<file path="config.mk">
export PLATFORM = sky130hd
export DESIGN_NAME = csr_access_ctl
export DESIGN_NICKNAME = d
export VERILOG_FILES = /design/src/rtl/csr_ctl_pkg.sv /design/src/rtl/csr_op_decode.sv /design/src/rtl/csr_operand_gen.sv /design/src/rtl/csr_merge.sv /design/src/rtl/csr_access_ctl.sv
export SDC_FILE = /design/constraint.sdc
export NUM_CORES = 1
export LEC_CHECK = 0
export ABC_AREA = 1
export BUFFER_PORTS_ARGS = -buffer_cell sky130_fd_sc_hd__buf_2
export CORE_AREA = 3 3 208 210
export DETAILED_ROUTE_END_ITERATION = 8
export DIE_AREA = 0 0 211 213
export MAX_ROUTING_LAYER = met4
export PLACE_DENSITY_LB_ADDON = 0.05
export SETUP_SLACK_MARGIN = 0.4
export SLEW_MARGIN = 20
export SYNTH_ARGS = -nofsm -noshare
export SYNTH_HDL_FRONTEND = slang
export SYNTH_SLANG_ARGS = --single-unit
</file>
<file path="constraint.sdc">
create_clock -name clk -period 1.6 [get_ports clk]
set_input_delay 0.24 -clock clk [delete_from_list [all_inputs] [get_ports clk]]
set_output_delay 0.24 -clock clk [all_outputs]
set_load 0.02 [all_outputs]
</file>
<file path="src/rtl/csr_ctl_pkg.sv">
package csr_ctl_pkg;
  typedef enum logic [1:0] {
    CSR_K_NONE = 2'b00,
    CSR_K_RW   = 2'b01,
    CSR_K_SET  = 2'b10,
    CSR_K_CLR  = 2'b11
  } csr_kind_e;

  localparam int unsigned REG_IDX_W = 5;
  localparam int unsigned FN_W      = 3;
  localparam int unsigned NARROW_W  = 32;
  localparam int unsigned LEN_FULL  = 4;
  localparam int unsigned LEN_SHORT = 2;
endpackage

</file>
<file path="src/rtl/csr_op_decode.sv">
module csr_op_decode
  import csr_ctl_pkg::*;
(
  input  logic [FN_W-1:0]      funct3_i,
  input  logic [REG_IDX_W-1:0] rd_idx_i,
  input  logic [REG_IDX_W-1:0] rs1_fld_i,
  output csr_kind_e            kind_o,
  output logic                 use_imm_o,
  output logic                 legal_o,
  output logic                 do_read_o,
  output logic                 do_write_o,
  output logic                 do_wb_o
);
  logic rd_nz;
  logic fld_nz;

  always_comb begin
    kind_o     = csr_kind_e'(funct3_i[1:0]);
    use_imm_o  = funct3_i[2];
    legal_o    = (kind_o != CSR_K_NONE);
    rd_nz      = (rd_idx_i != '0);
    fld_nz     = (rs1_fld_i != '0);
    do_read_o  = 1'b0;
    do_write_o = 1'b0;
    unique case (kind_o)
      CSR_K_RW: begin
        do_read_o  = rd_nz;
        do_write_o = 1'b1;
      end
      CSR_K_SET, CSR_K_CLR: begin
        do_read_o  = 1'b1;
        do_write_o = fld_nz;
      end
      default: begin
        do_read_o  = 1'b0;
        do_write_o = 1'b0;
      end
    endcase
    do_wb_o = legal_o && rd_nz;
  end
endmodule

</file>
<file path="src/rtl/csr_operand_gen.sv">
module csr_operand_gen
  import csr_ctl_pkg::*;
#(
  parameter int unsigned XLEN = 64
) (
  input  csr_kind_e            kind_i,
  input  logic                 use_imm_i,
  input  logic                 mode32_i,
  input  logic [REG_IDX_W-1:0] rs1_fld_i,
  input  logic [XLEN-1:0]      rs1_val_i,
  output logic [XLEN-1:0]      wdata_o,
  output logic [XLEN-1:0]      wmask_o
);
  localparam int unsigned PAD_W = XLEN - REG_IDX_W;

  logic [XLEN-1:0] width_mask;
  logic [XLEN-1:0] imm_ext;
  logic [XLEN-1:0] src_raw;
  logic [XLEN-1:0] src_fit;

  generate
    if (XLEN > NARROW_W) begin : g_wide
      always_comb begin
        if (mode32_i) width_mask = {{(XLEN-NARROW_W){1'b0}}, {NARROW_W{1'b1}}};
        else          width_mask = {XLEN{1'b1}};
      end
    end else begin : g_narrow
      always_comb begin
        width_mask = {XLEN{1'b1}};
      end
      logic unused_mode;
      assign unused_mode = mode32_i;
    end
  endgenerate

  always_comb begin
    imm_ext = {{PAD_W{1'b0}}, rs1_fld_i};
    src_raw = use_imm_i ? imm_ext : rs1_val_i;
    src_fit = src_raw & width_mask;
    unique case (kind_i)
      CSR_K_RW: begin
        wdata_o = src_fit;
        wmask_o = width_mask;
      end
      CSR_K_SET: begin
        wdata_o = {XLEN{1'b1}};
        wmask_o = src_fit;
      end
      CSR_K_CLR: begin
        wdata_o = '0;
        wmask_o = src_fit;
      end
      default: begin
        wdata_o = '0;
        wmask_o = '0;
      end
    endcase
  end
endmodule

</file>
<file path="src/rtl/csr_merge.sv">
module csr_merge #(
  parameter int unsigned XLEN = 64
) (
  input  logic [XLEN-1:0] old_i,
  input  logic [XLEN-1:0] data_i,
  input  logic [XLEN-1:0] mask_i,
  output logic [XLEN-1:0] new_o
);
  always_comb begin
    new_o = (old_i & ~mask_i) | (data_i & mask_i);
  end
endmodule

</file>
<file path="src/rtl/csr_access_ctl.sv">
module csr_access_ctl
  import csr_ctl_pkg::*;
#(
  parameter int unsigned XLEN = 64
) (
  input  logic                 clk,
  input  logic                 rst_n,
  input  logic                 valid_i,
  input  logic [FN_W-1:0]      funct3_i,
  input  logic [REG_IDX_W-1:0] rd_idx_i,
  input  logic [REG_IDX_W-1:0] rs1_fld_i,
  input  logic [XLEN-1:0]      rs1_val_i,
  input  logic                 mode32_i,
  input  logic [XLEN-1:0]      pc_i,
  input  logic                 short_insn_i,
  input  logic [XLEN-1:0]      csr_old_i,
  output logic                 csr_rd_en_o,
  output logic                 csr_wr_en_o,
  output logic [XLEN-1:0]      csr_wdata_o,
  output logic [XLEN-1:0]      csr_wmask_o,
  output logic [XLEN-1:0]      csr_new_o,
  output logic                 rf_we_o,
  output logic [XLEN-1:0]      rf_wdata_o,
  output logic                 flush_o,
  output logic [XLEN-1:0]      redirect_pc_o
);
  csr_kind_e       kind;
  logic            use_imm;
  logic            legal;
  logic            do_read;
  logic            do_write;
  logic            do_wb;
  logic [XLEN-1:0] op_wdata;
  logic [XLEN-1:0] op_wmask;
  logic [XLEN-1:0] next_pc_raw;
  logic [XLEN-1:0] next_pc;

  logic            fire;
  logic            rd_en_d, rd_en_q;
  logic            wr_en_d, wr_en_q;
  logic            wb_d, wb_q;
  logic            flush_d, flush_q;
  logic [XLEN-1:0] wdata_q, wmask_q, redir_q;

  csr_op_decode u_dec (
    .funct3_i   (funct3_i),
    .rd_idx_i   (rd_idx_i),
    .rs1_fld_i  (rs1_fld_i),
    .kind_o     (kind),
    .use_imm_o  (use_imm),
    .legal_o    (legal),
    .do_read_o  (do_read),
    .do_write_o (do_write),
    .do_wb_o    (do_wb)
  );

  csr_operand_gen #(.XLEN(XLEN)) u_opnd (
    .kind_i    (kind),
    .use_imm_i (use_imm),
    .mode32_i  (mode32_i),
    .rs1_fld_i (rs1_fld_i),
    .rs1_val_i (rs1_val_i),
    .wdata_o   (op_wdata),
    .wmask_o   (op_wmask)
  );

  always_comb begin
    next_pc_raw = pc_i + (short_insn_i ? XLEN'(LEN_SHORT) : XLEN'(LEN_FULL));
  end

  generate
    if (XLEN > NARROW_W) begin : g_pc_wide
      always_comb begin
        next_pc = next_pc_raw;
        if (mode32_i) next_pc[XLEN-1:NARROW_W] = '0;
      end
    end else begin : g_pc_narrow
      always_comb begin
        next_pc = next_pc_raw;
      end
    end
  endgenerate

  // next-state
  always_comb begin
    fire    = valid_i && legal;
    rd_en_d = fire && do_read;
    wr_en_d = fire && do_write;
    wb_d    = fire && do_wb;
    flush_d = fire;
  end

  // strobes: updated every cycle
  always_ff @(posedge clk or negedge rst_n) begin
    if (!rst_n) begin
      rd_en_q <= 1'b0;
      wr_en_q <= 1'b0;
      wb_q    <= 1'b0;
      flush_q <= 1'b0;
    end else begin
      rd_en_q <= rd_en_d;
      wr_en_q <= wr_en_d;
      wb_q    <= wb_d;
      flush_q <= flush_d;
    end
  end

  // operands: loaded only when an access is accepted
  always_ff @(posedge clk or negedge rst_n) begin
    if (!rst_n) begin
      wdata_q <= '0;
      wmask_q <= '0;
      redir_q <= '0;
    end else if (fire) begin
      wdata_q <= op_wdata;
      wmask_q <= op_wmask;
      redir_q <= next_pc;
    end
  end

  csr_merge #(.XLEN(XLEN)) u_merge (
    .old_i  (csr_old_i),
    .data_i (wdata_q),
    .mask_i (wmask_q),
    .new_o  (csr_new_o)
  );

  assign csr_rd_en_o   = rd_en_q;
  assign csr_wr_en_o   = wr_en_q;
  assign csr_wdata_o   = wdata_q;
  assign csr_wmask_o   = wmask_q;
  assign rf_we_o       = wb_q;
  assign rf_wdata_o    = wb_q ? csr_old_i : '0;
  assign flush_o       = flush_q;
  assign redirect_pc_o = redir_q;
endmodule

</file>
==> results of run 1 <==
## Yosys cell counts (all sizes together), types with 2 or more instances
master	count	area, um2
nand2	466	1770
inv	250	938
dfrtp	196	4900
o21ai	163	820
nor2	150	648
nand3	141	711
clkbuf	49	184
o21bai	48	360
a21oi	38	194
a22oi	32	240
buf	32	150
o221ai	31	272
xor2	20	175
nand4	7	43.8
xnor2	7	61.3
ha	6	75.1
nor3	5	30.0
o22ai	5	31.3
or2	3	18.8
nand3b	2	15.0
## final cells by class
type,count,area share
Inverter,250,0.0499
Timing Repair Buffer,779,0.305
Antenna cell,12,0.00157
Clock buffer,19,0.0226
Multi-Input combinational cell,1131,0.320
Clock inverter,13,0.00953
Tap cell,539,0.0352
Sequential cell,196,0.256
## through the flow
step	setup slack, ps	TNS, ps	instances	area [um2]	utilization
final	-114	-3550	2939	19200	0.459
after global routing	-199	-8340	2939	19200	0.459
after CTS	-174	-6560	2889	17900	0.429
after detailed placement	-256	-7870	2758	16000	0.384
after global placement	-249	-7080	2758	16000	0.384
after floorplan	-16.5	-41.7	1658	12300	-
## final timing paths
| path | to | slack, ps | from | cells after the start |
|---|---|---|---|---|
| worst min-delay path | csr_wmask_o[9] | 60 | rs1_val_i[9] | 3 |
| worst min register to register | redirect_pc_o[38] | 470 | redirect_pc_o[38] | 2 |
| max in group asynchronous | redirect_pc_o[18] | 630 | rst_n | 3 |
| min in group asynchronous | csr_wdata_o[16] | 350 | rst_n | 2 |
| worst max-delay path | rf_wdata_o[18] | -110 | rf_we_o | 4 |
| worst max register to register | csr_wmask_o[56] | 210 | csr_wmask_o[56] | 9 |
## metal layers
layer | wire, um | global-route usage | up-vias | part of all wire
met5 | 0 | - | - | 0
met4 | 1580 | 0.0995 | 0 | 0.028
met3 | 2950 | 0.0447 | 70 | 0.052
met2 | 28600 | 0.419 | 423 | 0.50
met1 | 23800 | 0.308 | 6650 | 0.42
li1 | - | - | 6759 | -
## critical path, stage by stage (launching register included)
cell and delay [ps]:
dfrtp_2 440, buf_12 200, nand2_1 120, inv_2 50, buf_2 150
## state kept, by name, summed over array words and instances, names as in the netlist
| signal | cells |
|---|---|
| flush_o | 1 |
| rf_we_o | 1 |
| redirect_pc_o | 64 |
| csr_rd_en_o | 1 |
| csr_wr_en_o | 1 |
| csr_wdata_o | 64 |
| csr_wmask_o | 64 |
## layout by cell type, fill, tap and decap left out, types with 111 or more instances in the layout
cell,instances
inv_2,135
buf_4,279
nor2_1,120
buf_2,332
inv_1,111
nand2_1,429
nand3_1,126
dfrtp_1,188
buf_6,142
o21ai_1,127
## cell families (layout without fill, tap and decap cells)
kind of cell,count (synthesis),count (layout)
flip-flops,196,196
AND/OR/NAND/NOR,777,777
other,0,12
AO/OA/AOI/OAI,320,320
adder cells (fa/ha/maj),7,7
XOR/XNOR,27,27
buffers and inverters,331,1061
## report_power, final
group	total [W]	leakage, nW	internal [W]	switching [W]
sequential	0.00586	2.50	0.00548	0.000381
clock	0.00471	0.289	0.00262	0.00209
combinational	0.00592	6.96	0.00252	0.00340
total	0.0165	9.75	0.0106	0.00587
## what timing repair did
item / 4_1_cts / 5_1_grt
pin swaps: 10 / 46
setup buffers: 96 / 38
resized for setup: 293 / 280
cloned: 1 / 0
endpoints found under the setup margin: 365 / 380
hold buffers: 2 / 0
hold endpoints to repair: 43 / 0
==> results by group, run 1 <==
Outcome
  • Status: finished with violations
  • Failing checks: negative setup slack

Worst setup path
  • Worst endpoint data arrival time: 1470 ps
  • Crit path required time: ~1400 ps
  • Critical-path maximum fanout: 33
  • CP Launch Type: flop
  • Kind of critical path: reg -> out
  • Worst setup EP type: output pin

Synth
  • Synthesized area: about 12,000 um2
  • Post-synth ARST share: 1.00
  • Synth Instances: 1,658
  • Simple-Gate Fraction of Synth Area: 0.278
  • Sequential share of the synthesized area: 0.419
  • Synth warn: 0
  • Multiplexer share of the synthesized area: 0
  • Avg Inst Size Synth: approximately 7.1 um2
  • EDFF count, synth: 0
  • Main combinational cell family by area after synthesis: simple AND/OR/NAND/NOR gates
  • Primary FF master, synth: dfrtp_1
  • Synth Area in Compound Gates: 0.166
  • Post-synth cell types: 39
  • #FFs+latches synth: 196
  • XOR/XNOR Fraction of Synth Area: 0.0202
  • Adder-cell share of the synthesized area: 0.00812
  • Syn nets: 1,875

Clocking
  • Clk slew on worst S/H paths: 70 ps
  • Clock sink count: 196
  • CTS tree: done
  • Clk Latency, worst-skew pair: around 460 ps
  • H-tree depth: 4
  • Inserted Clock Buffers: 17
  • CTS Buffer Depth: 2
  • Clock tree root buffer cell: clkbuf_16

Die
  • Die extent in y: 213 um
  • Io pins: 534
  • Width of the die: 211 um
  • Initial core utilization: 0.280
  • Core Area: 41,800 um2
  • Die Footprint: 44,900 um2
  • Row count: 75

STA
  • Final worst-path cycle share: 1.07
  • Endpoints failing hold: 0
  • RSZ-0062 raised after global routing: yes
  • Final Max Slew Viols: 0
  • Worst Clk Skew: 0 ps
  • Fin Hold WS: around 59 ps
  • Fin crit period: between 1500 and 2000 ps
  • Slew headroom: 0.627
  • Final Setup Violations: 64
  • Worst slew pin tran: between 500 and 600 ps
  • Achievable clock frequency: 0.583 GHz
  • Worst Slack Setup Final: -114 ps

Drt
  • # DRC: 0
  • Routed vias: 13,900
  • First DRT Iteration DRCs: 576
  • DRT antenna net count: 0
  • Vias/cell: 4.73
  • DR WL/cell: 19.4 um
  • DRT Wirelength: 57,000 um
  • 1st-pass router iterations: 4

Pwr
  • Leakage dissipation: 9.75 nW
  • Power Total: 0.0165 W
  • Pwr/cell area: ~860 nW/um2
  • Peak supply drop: 759 uV

Cells and area
  • Share of layout cells above drive strength 1: 0.457
  • Number of nets in the layout: roughly 2,600
  • Layout area overhead: 63.8%
  • Reg area: 4910 um2
  • Layout fillers: around 4,300
  • Area occupied by multi-input gates: 6130 um2

Global route
  • Total grt overflow: 0
  • Initial antenna violation count: 13
  • Largest net degree at the start of global routing: 69
  • Wire length of the first global-routing pass: approximately 83,000 um
  • Overall routing resource usage: 0.253
  • Vias in the first global route: 13,400

Place
  • HPWL after detailed placement: 43,600 um
  • Buffers added on ports: between 500 and 600
  • Gp weighted congestion: 0.923

Flow run
  • Max Cap Viol: 0

Worst hold path
  • HP Class: in -> reg
(Power assumes the default switching activity.)
==> inputs of run 2 (changes only) <==
--- a/config.mk
+++ b/config.mk
@@ -10,7 +10,6 @@
 export CORE_AREA = 3 3 208 210
 export DETAILED_ROUTE_END_ITERATION = 8
 export DIE_AREA = 0 0 211 213
-export MAX_ROUTING_LAYER = met4
 export PLACE_DENSITY_LB_ADDON = 0.05
 export SETUP_SLACK_MARGIN = 0.4
 export SLEW_MARGIN = 20
==> run 2 against run 1 <==
  * The run still ends with negative setup slack left
  * Core utilization is 1.3 points higher
  * Cell count shrank 0.37%
  * Setup slack worse by 32 ps
  * Wire length rose by 1.4%
  * Cell area increased by 2.9%
  * Clock power decreased by 4%
  * Global-route usage down 0.86 points
  * Clock skew unchanged
  * Critical endpoint is now rf_wdata_o[52]
  * Largest cell class unchanged
  * Largest power group unchanged
  * Highest routed layer is now met5
==> results by group, run 2 (synthesis results as in run 1) <==
Outcome
  • Status: finished with violations
  • Failing checks: negative setup slack

STA
  • Final Max Slew Viols: 0 (unchanged)
  • Fin Hold WS: 49.4 ps (-9.45 ps)
  • Final worst-path cycle share: 1.09 (+0.0201)
  • Achievable clock frequency: 0.573 GHz (-1.8%)
  • Slew headroom: 0.718 (+0.0907)
  • RSZ-0062 raised after global routing: yes
  • Fin crit period: 1750 ps (+32.1 ps)
  • Worst Slack Setup Final: -146 ps (-32.1 ps)
  • Worst Clk Skew: 0 ps (unchanged)
  • Worst slew pin tran: 418 ps (-141 ps)
  • Final Setup Violations: 62 (-3.1%)
  • Endpoints failing hold: 0 (unchanged)

Cells and area
  • Number of nets in the layout: 2,587 (-0.19%)
  • Share of layout cells above drive strength 1: 0.480 (+0.0230)
  • Layout area overhead: 68.6%
  • Final core occ: 0.473 (+0.0134)
  • Commonest cells after routing, fill and taps aside: nand2_1 (392), buf_2 (300), buf_4 (258), buf_6 (188), dfrtp_1 (187)
  • Commonest non-fill, non-tap cell in the layout: nand2_1

Die
  • Io pins: 534 (unchanged)
  • Initial core utilization: 0.280 (unchanged)
  • Row count: 75 (unchanged)
  • Core Area: 41,800 um2 (unchanged)
  • Width of the die: 211 um (unchanged)
  • Die Footprint: 44,900 um2 (unchanged)
  • Die extent in y: 213 um (unchanged)

Worst setup path
  • CP peak stage delay: 440 ps (about the same)
  • Slowest library cell on the worst path: dfrtp_2
  • Kind of cell adding the most delay to the critical path: buffers and inverters
  • Kind of critical path: reg -> out
  • Crit path cell chain: buf_12 -> clkbuf_16 -> nand2_4 -> inv_2 -> buf_6
  • CP bufs+invs: 4 (+1)
  • CP Launch Type: flop
  • Worst endpoint data arrival time: 1510 ps (+40 ps)
  • Critical-path maximum fanout: 8 (-76%)
  • Crit path required time: 1360 ps (about the same)
  • Worst setup EP type: output pin

Clocking
  • CTS tree: done
  • Clk Latency, worst-skew pair: 460 ps (about the same)
  • H-tree depth: 4 (unchanged)
  • CTS Buffer Depth: 2 (unchanged)
  • Clock sink count: 196 (unchanged)
  • Clk slew on worst S/H paths: 70 ps (about the same)
  • Clock tree root buffer cell: clkbuf_16
  • Inserted Clock Buffers: 17 (unchanged)

Worst hold path
  • HP Class: in -> reg

Pwr
  • Pint: 0.0106 W (+0.10%)
  • Net Sw Frac: 0.359 (+0.00265)
  • Combinational share of power: 0.371 (+0.012)
  • Pwr/cell area: 840 nW/um2 (-2.3%)
  • Peak supply drop: 866 uV (+14%)
  • Flop pwr share: 0.355 (about the same)
  • Sw Pwr: 0.00595 W (+1.3%)
  • Leakage dissipation: 9.97 nW (+2.2%)
  • Power Total: 0.0166 W (+0.52%)
  • Clock power frac: 0.274 (-0.011)

Flow run
  • Max Cap Viol: 0 (unchanged)

Global route
  • Wire length of the first global-routing pass: 82,900 um (+0.16%)
  • Overall routing resource usage: 0.244 (-0.00865)
  • Largest net degree at the start of global routing: 66 (-4.3%)
  • Vias in the first global route: 13,500 (+0.48%)
  • Total grt overflow: 0 (unchanged)
  • Initial antenna violation count: 9 (-4)

Drt
  • Routed vias: 13,900 (-0.32%)
  • DRT antenna net count: 0 (unchanged)
  • DR WL/cell: 19.7 um (+1.8%)
  • DRT Wirelength: 57,800 um (+1.4%)
  • First DRT Iteration DRCs: 758 (+32%)
  • # DRC: 0 (unchanged)
  • Vias/cell: 4.73 (about the same)
  • 1st-pass router iterations: 5 (+1)

Place
  • Buffers added on ports: 533 (unchanged)
  • Gp weighted congestion: 0.878 (-4.8%)
  • HPWL after detailed placement: 43,100 um (-1.0%)
## run 2: final timing paths
| path | cells past startpoint | end | start | slack, ps |
|---|---|---|---|---|
| setup reg to reg | 4 | csr_wmask_o[63] | csr_wmask_o[63] | 630 |
| hold / removal | 3 | csr_wmask_o[30] | rs1_val_i[30] | 50 |
| setup / recovery | 5 | rf_wdata_o[52] | rf_we_o | -150 |
| hold reg to reg | 2 | redirect_pc_o[44] | redirect_pc_o[44] | 470 |
| min in group asynchronous | 2 | csr_wdata_o[16] | rst_n | 280 |
| max in group asynchronous | 3 | redirect_pc_o[29] | rst_n | 670 |
## run 2: power by group through the flow
stage	Sequential [W]	Clock [W]	Combinational [W]
2_1_floorplan	0.00650	0	0.00194
3_3_place_gp	0.00589	0	0.00467
3_5_place_dp	0.00589	0	0.00468
4_1_cts	0.00582	0.00469	0.00537
5_1_grt	0.00595	0.00487	0.00658
6_report	0.00588	0.00454	0.00616
## run 2: final cells by class
| cell class | count | area [um2] |
|---|---|---|
| sequential | 196 | 4920 |
| clock inverter | 10 | 133 |
| fill | 4221 | 22000 |
| multi-input combinational | 1131 | 6470 |
| tap | 539 | 674 |
| antenna | 7 | 17.5 |
| inverter | 250 | 961 |
| timing repair buffer | 774 | 6110 |
| clock buffer | 21 | 450 |
## run 2: worst register-to-register path: stages (launching register included)
cell	delay, ps
dfrtp_1	380
inv_2	50
buf_4	120
buf_4	120
o221ai_1	210
## run 2: routing by layer
metal | part of all wire | vias to the layer above | track usage
met1 | 0.42 | 6638 | 0.306
met5 | 0.00047 | - | 0
met2 | 0.51 | 429 | 0.426
met4 | 0.021 | 4 | 0.0838
met3 | 0.049 | 59 | 0.0413
li1 | - | 6728 | -
## run 2: repair_timing
item	in CTS	in global routing
cloned	1	5
buffers inserted	86	39
hold buffers	2	0
setup endpoints to repair	371	383
pin swaps	5	83
hold endpoints to repair	31	0
resized for setup	278	481
## run 2: stage by stage
step	instance area [um2]	std cells	setup WS (ps)	TNS, ps
finish	19700	2928	-146	-6080
global route	19700	2927	-189	-8930
CTS	17800	2877	-190	-7320
detailed placement	16000	2757	-274	-8730
global placement	16000	2757	-252	-7300
floorplan	12300	1658	-16.5	-41.7
==> inputs of run 3 (changes only) <==
--- a/config.mk
+++ b/config.mk
@@ -6,11 +6,11 @@
 export NUM_CORES = 1
 export LEC_CHECK = 0
 export ABC_AREA = 1
-export BUFFER_PORTS_ARGS = -buffer_cell sky130_fd_sc_hd__buf_2
-export CORE_AREA = 3 3 208 210
+export CORE_AREA = 3 3 206 208
 export DETAILED_ROUTE_END_ITERATION = 8
-export DIE_AREA = 0 0 211 213
-export PLACE_DENSITY_LB_ADDON = 0.05
+export DIE_AREA = 0 0 209 211
+export DONT_BUFFER_PORTS = 1
+export RECOVER_POWER = 25
 export SETUP_SLACK_MARGIN = 0.4
 export SLEW_MARGIN = 20
 export SYNTH_ARGS = -nofsm -noshare
==> run 3 against run 2 <==
  * The run ends with negative hold slack, negative setup slack left
  * Sequential share of layout area grew 4.8 points
  * Wire length grew 0.35%
  * Flip-flop and latch count is the same
  * Clock power shrank 2%
  * Highest routed layer is now met4
  * First-iteration DRC count grew 42%
  * Setup slack gained 120 ps
  * Cell count shrank 15%
==> results by group, run 3 (synthesis results as in run 1) <==
Outcome
  • Status: finished with violations
  • Failing checks: negative hold slack, negative setup slack

Worst setup path
  • Crit path from: rf_we_o
  • Reg2Reg Launch Point: csr_wmask_o[29]
  • Crit path required time: 1360 ps (about the same)
  • CP Launch Type: flop
  • Reg-to-reg slack, setup: 550 ps (-80 ps)
  • Worst setup EP type: output pin
  • Kind of critical path: reg -> out
  • Critical-path maximum fanout: 15 (+7)
  • Worst endpoint data arrival time: 1390 ps (-120 ps)

Pwr
  • Flop pwr share: 0.441 (+0.086)
  • Combinational share of power: 0.268 (-0.103)
  • Sw Pwr: 0.00563 W (-5.3%)
  • Pint: 0.00969 W (-8.9%)
  • Power Total: 0.0153 W (-7.6%)
  • Net Sw Frac: 0.368 (+0.00893)
  • Pwr/cell area: 890 nW/um2 (+6.0%)
  • Clock power frac: 0.292 (+0.018)
  • Leakage dissipation: 7.46 nW (-25%)
  • Peak supply drop: 602 uV (-30%)

STA
  • Final worst-path cycle share: 1.02 (-0.0720)
  • Worst Clk Skew: 0 ps (unchanged)
  • Worst slew pin tran: 939 ps (+521 ps)
  • Fin Hold WS: -537 ps (-586 ps)
  • Slew headroom: 0.374 (-0.344)
  • Final Max Slew Viols: 0 (unchanged)
  • Final Setup Violations: 16 (-74%)
  • RSZ-0062 raised after global routing: yes
  • Fin crit period: 1630 ps (-115 ps)
  • Achievable clock frequency: 0.613 GHz (+7.1%)
  • Endpoints failing hold: 196 (+196)
  • Worst Slack Setup Final: -31.0 ps (+115 ps)

Drt
  • Routed vias: 13,000 (-6.2%)
  • First DRT Iteration DRCs: 1,073 (+42%)
  • Vias/cell: 5.23 (+10%)
  • DRT antenna net count: 0 (unchanged)
  • # DRC: 0 (unchanged)
  • DR WL/cell: 23.3 um (+18%)
  • DRT Wirelength: 58,000 um (+0.35%)
  • 1st-pass router iterations: 6 (+1)

Die
  • Die extent in y: 211 um (-0.94%)
  • Initial core utilization: 0.287 (+0.00702)
  • Core Area: 40,700 um2 (-2.4%)
  • Die Footprint: 44,100 um2 (-1.9%)
  • Row count: 74 (-1.3%)
  • Width of the die: 209 um (-0.95%)
  • Io pins: 534 (unchanged)

Cells and area
  • Layout area overhead: 47.0%
  • Number of antenna diodes: 0 (-7)
  • Commonest cells after routing, fill and taps aside: nand2_1 (408), dfrtp_2 (167), inv_2 (142), buf_4 (140), nand3_1 (133)
  • Number of nets in the layout: 2,157 (-17%)
  • Final core occ: 0.422 (-0.0501)
  • Commonest non-fill, non-tap cell in the layout: nand2_1
  • Share of layout cells above drive strength 1: 0.393 (-0.0866)

Clocking
  • Clock sink count: 196 (unchanged)
  • Clock tree root buffer cell: clkbuf_16
  • Clk Latency, worst-skew pair: 470 ps (about the same)
  • H-tree depth: 4 (unchanged)
  • CTS Buffer Depth: 2 (unchanged)
  • Inserted Clock Buffers: 17 (unchanged)
  • CTS tree: done
  • Clk slew on worst S/H paths: 80 ps (about the same)

Global route
  • Initial antenna violation count: 0 (-9)
  • Total grt overflow: 0 (unchanged)
  • Overall routing resource usage: 0.245 (+0.00147)
  • Largest net degree at the start of global routing: 197 (+200%)
  • Vias in the first global route: 12,800 (-5.3%)
  • Wire length of the first global-routing pass: 82,200 um (-0.84%)

Place
  • Gp weighted congestion: 0.972 (+11%)
  • HPWL after detailed placement: 41,400 um (-4.0%)
  • Buffers added on ports: 0 (-100%)

Flow run
  • Max Cap Viol: 0 (unchanged)

Worst hold path
  • HP Class: in -> async
==> run 3: power by group through the flow <==
stage	logic (W)	clock network, W	registers, W
after global placement	0.00276	0	0.00668
final	0.00410	0.00447	0.00675
after global routing	0.00439	0.00474	0.00681
after CTS	0.00371	0.00457	0.00673
after floorplan	0.00194	0	0.00650
after detailed placement	0.00279	0	0.00668
==> run 3: critical path, stage by stage (launching register included) <==
cell and delay (ps):
dfrtp_2 420, buf_6 150, clkbuf_16 180, nand2_1 100, inv_2 70
==> run 3: final cells by class <==
type	count	area [um2]
fillers	4018	23500
multi-input cells	1131	6500
flip-flops and latches	196	5110
repair buffers	344	3330
inverters	250	1010
well taps	532	666
clock buffers	22	494
clock inverters	10	96.3
==> run 3: routing by layer <==
metal | global-route usage | vias to the layer above | share of wire
met5 | 0 | - | 0
met4 | 0.103 | 0 | 0.049
met2 | 0.425 | 707 | 0.50
met1 | 0.281 | 6256 | 0.36
met3 | 0.0783 | 151 | 0.094
li1 | - | 5882 | -
==> run 3: worst paths after layout <==
kind	end	cells after the start
min in group clk	csr_wmask_o[42]	2
worst min-delay path	redirect_pc_o[46]	0
worst max-delay path	rf_wdata_o[26]	4
worst min register to register	redirect_pc_o[60]	2
worst max register to register	csr_wmask_o[29]	4
max in group asynchronous	redirect_pc_o[62]	0
==> run 3: repair_timing <==
action | 4_1_cts | 5_1_grt
pin swaps | 34 | 42
hold buffers | 126 | 2
cloned | 0 | 2
resized for setup | 430 | 139
setup buffers | 61 | 41
setup endpoints to repair | 316 | 366
endpoints found under the hold margin | 312 | 204
==> run 3: through the flow <==
stage	setup slack, ps	cell area, um2	hold WS [ps]	std cells	setup TNS (ps)
6_report	-31.0	17200	-537	2485	-278
5_1_grt	-86.6	17200	-574	2485	-3790
4_1_cts	-51.3	16500	-570	2449	-2340
3_5_place_dp	-198	13300	-47.5	2230	-2410
3_3_place_gp	-134	13300	-44.8	2230	-1680
2_1_floorplan	-16.5	12300	-55.6	1658	-41.7
